## config.mk

```make
export PLATFORM = sky130hd
export DESIGN_NAME = sspwm_modulator
export DESIGN_NICKNAME = d
export VERILOG_FILES = /design/src/rtl/sspwm_pkg.sv /design/src/rtl/sspwm_dither.sv /design/src/rtl/sspwm_duty.sv /design/src/rtl/sspwm_timer.sv /design/src/rtl/sspwm_modulator.sv
export SDC_FILE = /design/constraint.sdc
export NUM_CORES = 1
export LEC_CHECK = 0
export CORE_ASPECT_RATIO = 1.75
export CORE_MARGIN = 2
export CORE_UTILIZATION = 60
export CTS_BUF_LIST = sky130_fd_sc_hd__clkbuf_16
export DETAILED_ROUTE_END_ITERATION = 8
export PLACE_DENSITY_LB_ADDON = 0.1
export SYNTH_ARGS = -nofsm -noshare
export SYNTH_HDL_FRONTEND = slang
export SYNTH_HIERARCHICAL = 1
export SYNTH_SLANG_ARGS = --single-unit
```

## constraint.sdc

```tcl
create_clock -name clk -period 19.88 [get_ports clk]
set_clock_uncertainty 0.1 [all_clocks]
set_input_delay 2.982 -clock clk [delete_from_list [all_inputs] [get_ports clk]]
set_output_delay 2.982 -clock clk [all_outputs]
set_load 0.02 [all_outputs]
```

## src/rtl/sspwm_pkg.sv

```systemverilog
package sspwm_pkg;

  // Period for the next switching cycle: nominal, or a uniform pick in the band.
  function automatic int pick_period(int nom, int span, logic [15:0] rnd, logic spread);
    int r;
    r = int'({16'd0, rnd});
    if (!spread) return nom;
    return nom - span + ((r * (2 * span + 1)) >>> 16);
  endfunction

  // High time of one leg, scaled to the period and clamped so no edge is lost.
  function automatic int leg_high(int period, int samp, int sw, logic neg);
    int half;
    int delta;
    int d;
    half  = period / 2;
    delta = (samp * half) >>> (sw - 1);
    d     = neg ? (half - delta) : (half + delta);
    if (d < 1) d = 1;
    if (d > period - 1) d = period - 1;
    return d;
  endfunction

endpackage

```

## src/rtl/sspwm_dither.sv

```systemverilog
module sspwm_dither #(
  parameter int          NOM_PERIOD = 417,
  parameter int          SPAN       = 125,
  parameter int          PW         = 10,
  parameter logic [15:0] SEED       = 16'hACE1
) (
  input  logic          clk,
  input  logic          rst_n,
  input  logic          adv,
  input  logic          spread_en,
  output logic [PW-1:0] period_nxt
);
  import sspwm_pkg::*;

  localparam logic [15:0] TAPS = 16'hB400;

  logic [15:0] lfsr_q;

  always_ff @(posedge clk or negedge rst_n) begin
    if (!rst_n)   lfsr_q <= SEED;
    else if (adv) lfsr_q <= {1'b0, lfsr_q[15:1]} ^ (lfsr_q[0] ? TAPS : 16'h0000);
  end

  always_comb period_nxt = PW'(pick_period(NOM_PERIOD, SPAN, lfsr_q, spread_en));

endmodule

```

## src/rtl/sspwm_duty.sv

```systemverilog
module sspwm_duty #(
  parameter int SAMPLE_W = 12,
  parameter int PW       = 10
) (
  input  logic [PW-1:0]             period,
  input  logic signed [SAMPLE_W-1:0] sample,
  output logic [PW-1:0]             duty_p,
  output logic [PW-1:0]             duty_n
);
  import sspwm_pkg::*;

  logic [PW-1:0] duty [2];

  for (genvar gi = 0; gi < 2; gi++) begin : g_leg
    always_comb begin
      duty[gi] = PW'(leg_high(int'({{(32-PW){1'b0}}, period}), int'(sample),
                              SAMPLE_W, (gi == 1)));
    end
  end

  assign duty_p = duty[0];
  assign duty_n = duty[1];

endmodule

```

## src/rtl/sspwm_timer.sv

```systemverilog
module sspwm_timer #(
  parameter int NOM_PERIOD = 417,
  parameter int PW         = 10
) (
  input  logic          clk,
  input  logic          rst_n,
  input  logic          run_en,
  input  logic [PW-1:0] period_nxt,
  input  logic [PW-1:0] dp_nxt,
  input  logic [PW-1:0] dn_nxt,
  output logic          out_p,
  output logic          out_n,
  output logic          start_evt,
  output logic          running,
  output logic [PW-1:0] cnt,
  output logic [PW-1:0] period_q,
  output logic [PW-1:0] dp_q,
  output logic [PW-1:0] dn_q
);
  logic boundary;

  assign boundary  = !running || (cnt == period_q - PW'(1));
  assign start_evt = boundary && run_en;

  always_ff @(posedge clk or negedge rst_n) begin
    if (!rst_n) begin
      running  <= 1'b0;
      cnt      <= '0;
      period_q <= PW'(NOM_PERIOD);
      dp_q     <= PW'(NOM_PERIOD / 2);
      dn_q     <= PW'(NOM_PERIOD / 2);
    end else if (boundary) begin
      running <= run_en;
      cnt     <= '0;
      if (run_en) begin
        period_q <= period_nxt;
        dp_q     <= dp_nxt;
        dn_q     <= dn_nxt;
      end
    end else begin
      cnt <= cnt + PW'(1);
    end
  end

  assign out_p = running && (cnt < dp_q);
  assign out_n = running && (cnt < dn_q);

endmodule

```

## src/rtl/sspwm_modulator.sv

```systemverilog
module sspwm_modulator #(
  parameter int          SAMPLE_W   = 12,
  parameter int          NOM_PERIOD = 417,
  parameter int          SPREAD_PCT = 30,
  parameter logic [15:0] SEED       = 16'hACE1
) (
  input  logic                       clk,
  input  logic                       rst_n,
  input  logic                       run_en,
  input  logic                       spread_en,
  input  logic signed [SAMPLE_W-1:0] sample_in,
  output logic                       out_p,
  output logic                       out_n
);
  localparam int SPAN = NOM_PERIOD * SPREAD_PCT / 100;
  localparam int PW   = $clog2(NOM_PERIOD + SPAN + 1);

  logic          start_evt;
  logic          running;
  logic [PW-1:0] cnt;
  logic [PW-1:0] period_q;
  logic [PW-1:0] dp_q;
  logic [PW-1:0] dn_q;
  logic [PW-1:0] period_nxt;
  logic [PW-1:0] dp_nxt;
  logic [PW-1:0] dn_nxt;

  sspwm_dither #(.NOM_PERIOD(NOM_PERIOD), .SPAN(SPAN), .PW(PW), .SEED(SEED)) u_dither (
    .clk(clk), .rst_n(rst_n), .adv(start_evt), .spread_en(spread_en),
    .period_nxt(period_nxt)
  );

  sspwm_duty #(.SAMPLE_W(SAMPLE_W), .PW(PW)) u_duty (
    .period(period_nxt), .sample(sample_in), .duty_p(dp_nxt), .duty_n(dn_nxt)
  );

  sspwm_timer #(.NOM_PERIOD(NOM_PERIOD), .PW(PW)) u_timer (
    .clk(clk), .rst_n(rst_n), .run_en(run_en),
    .period_nxt(period_nxt), .dp_nxt(dp_nxt), .dn_nxt(dn_nxt),
    .out_p(out_p), .out_n(out_n), .start_evt(start_evt), .running(running),
    .cnt(cnt), .period_q(period_q), .dp_q(dp_q), .dn_q(dn_q)
  );

endmodule

```

==> metrics.json <==
{
  "worst_setup_path": {
    "critical_path_class": "reg -> reg",
    "element_type_at_the_critical_path_end": "register",
    "worst_setup_path_start_kind": "register",
    "crit_arrival_ns": 17.22,
    "cp.required_ns": 20.05,
    "ff2ff_path_depth": 60,
    "cp_slowest_stage_delay_ns": 0.86,
    "cp_slowest_cell": "sky130_fd_sc_hd__a21oi_2",
    "cp_max_fo": 20
  },
  "timing": {
    "slew-limit-headroom_pct": 23.5,
    "max_freq_mhz": 58.6,
    "tightest_slew_ns": 1.15,
    "post-route-period-util_pct": 85.8,
    "hold_violations": 0,
    "report.final.setup_viol": 0,
    "setup_total_negative_slack_ns": 0,
    "final.min_clock_period_ns": 17.05,
    "grt_setup_unrepaired": "no",
    "maxSlewViolCount": 0
  },
  "floorplanning": {
    "ios": 18,
    "floorplan.die.height_um": 198,
    "die_area_um2": 22800,
    "initial_utilization_pct": 60.7,
    "core_area_um2": 21300,
    "chip_width_um": 115,
    "core.rowCount": 71
  },
  "final_layout": {
    "finish.net_count": 1855,
    "n_antenna_cell": 0,
    "final_util_pct": 63.8,
    "synthToLayoutAreaGrowth_pct": 5.13,
    "mostFrequentLayoutCell": "sky130_fd_sc_hd__inv_1",
    "final_area_um2": 13600,
    "final-instance-count-excl-fill": 1769,
    "layout.cells.most_common_list": "sky130_fd_sc_hd__inv_1, sky130_fd_sc_hd__ha_1, sky130_fd_sc_hd__fa_1",
    "fraction_of_layout_cells_with_a_size_suffix_above_1_pct": 6.27
  },
  "drt": {
    "drt_pass1_iterations": 7,
    "viasPerCell": 5.88,
    "detail-route-antenna-nets": 0,
    "drt_drc_violations_left": 0,
    "first_iter_violations": 472,
    "post_drt_wl_per_cell_um": 17.5,
    "wl_um": 31000,
    "via_count": 10400
  },
  "clocking": {
    "postCtsSetupRepairBufs": 0,
    "cts-root-buf": "sky130_fd_sc_hd__clkbuf_16",
    "clkLatencyLatePin_ns": 0.34,
    "worst_setup_hold_path_clk_slew_ns": 0.06,
    "htree_num_levels": 3,
    "cts-hold-fix-buffers": 0,
    "cts.sink_count": 57,
    "cts_repair_resize_count": 0,
    "cts_tree": "yes",
    "cts_made_buffers": 9,
    "clock_tree.buffer_depth": 2
  },
  "yosys": {
    "synth-seq-area-share_pct": 11.2,
    "synth.ff_latch_count": 57,
    "synth_top_flop_cell": "sky130_fd_sc_hd__dfrtp_1",
    "synthesized_cell_area_um2": 12900,
    "ys_types": 76,
    "yosysWarningCount": 6,
    "postSynthNetCount": 1870,
    "synth_edf_count": 0,
    "syn_avg_cell_area_um2": 8.49,
    "synth-async-reset-ratio_pct": 100,
    "netlist_instances": 1524
  },
  "grt": {
    "antenna_violations_before_repair": 1,
    "global_route_wire_length_before_repair_um": 53000,
    "grt_start_max_net_pins": 61,
    "grt.total_usage_pct": 28.9,
    "first_global_vias": 11100,
    "globalRoute.totalOverflow": 0
  },
  "place": {
    "placed_cell_area_um2": 13300,
    "post-dp-hpwl_um": 24800,
    "buffer_ports.inserted": 17,
    "post-place-cells": 1753,
    "finalWeightedCongestion": 0.948
  },
  "status": {
    "status": "completed"
  },
  "min_path": {
    "hold-path-cell-count": 2,
    "worstHoldPathType": "reg -> reg"
  },
  "job": {
    "drv_cap": 0
  }
}
-- metal layers --
metal | wire [um] | GRT usage (%) | part of all wire [%] | vias to the layer above
met5 | 0 | 0 | 0 | -
met4 | 1320 | 12.8 | 4.3 | 0
met3 | 905 | 2.54 | 2.9 | 89
met2 | 16900 | 54.2 | 55 | 246
met1 | 11800 | 32.7 | 38 | 5117
li1 | - | - | - | 4944
-- kinds of logic after synthesis --
kind of cell | synth area share [%]
adder cells (fa/ha/maj) | 41.3
XOR/XNOR | 4.93
multiplexers | 2.26
AND/OR/NAND/NOR | 18.9
AO/OA/AOI/OAI | 11.6
buffers and inverters | 9.78
flip-flops | 11.2
-- per-stage QoR --
step           worst slack, ns  hold WS [ns]
4_1_cts                   2.88         0.398
5_1_grt                   1.74         0.416
3_3_place_gp              3.28         0.382
6_report                  2.83         0.395
3_5_place_dp              2.89         0.391
2_1_floorplan             4.58         0.373
-- synth_stat cells (all sizes together), types with 18 or more instances --
library cell,number,area share [%]
dfstp,18,3.7
nand2,140,4.1
dfrtp,39,7.5
nor2,78,2.3
mux2,18,1.6
xor2,19,1.3
a31oi,22,1.1
a21oi,45,1.8
fa,162,25
inv,279,8.1
clkbuf,38,1.1
ha,168,16
nand3,73,2.9
and2,76,3.8
or3,38,1.8
xnor2,53,3.6
o21ai,66,2.6
-- final timing paths --
path                                     from                  end  slack [ns]
min reg2reg                   u_timer/dp_q[6]      u_timer/dp_q[6]        0.39
max                        u_dither/lfsr_q[7]      u_timer/dn_q[0]        2.83
min                           u_timer/dp_q[6]      u_timer/dp_q[6]        0.39
min in group asynchronous               rst_n      u_timer/dn_q[2]        2.70
max reg2reg                u_dither/lfsr_q[7]      u_timer/dn_q[0]        2.83
max in group asynchronous               rst_n  u_dither/lfsr_q[12]       16.47
-- area by class of cell --
type | instances | area, um^2
clock buffers | 9 | 225
fillers | 1886 | 7720
flip-flops and latches | 57 | 1450
multi-input cells | 1134 | 10300
repair buffers | 28 | 248
well taps | 255 | 319
clock inverters | 7 | 61.3
inverters | 279 | 1050
-- registers in the layout (all words and copies together) (netlist names) --
register	count
u_timer/dp_q	10
u_timer/dn_q	10
u_timer/running	1
u_timer/cnt	10
u_dither/lfsr_q	16
u_timer/period_q	10
-- critical path, delay by kind of cell (launching register included) --
kind                     cells  cell delay, ns
AO/OA/AOI/OAI               15            5.22
XOR/XNOR                     3            0.50
adder cells (fa/ha/maj)     15            6.65
buffers and inverters        9            0.56
flip-flops                   1            0.62
multiplexers                 2            0.58
AND/OR/NAND/NOR             16            2.72
Power is left out: the tool's default activity adds up to more than one toggle a clock period on the data nets, which glitch-free logic cannot reach.
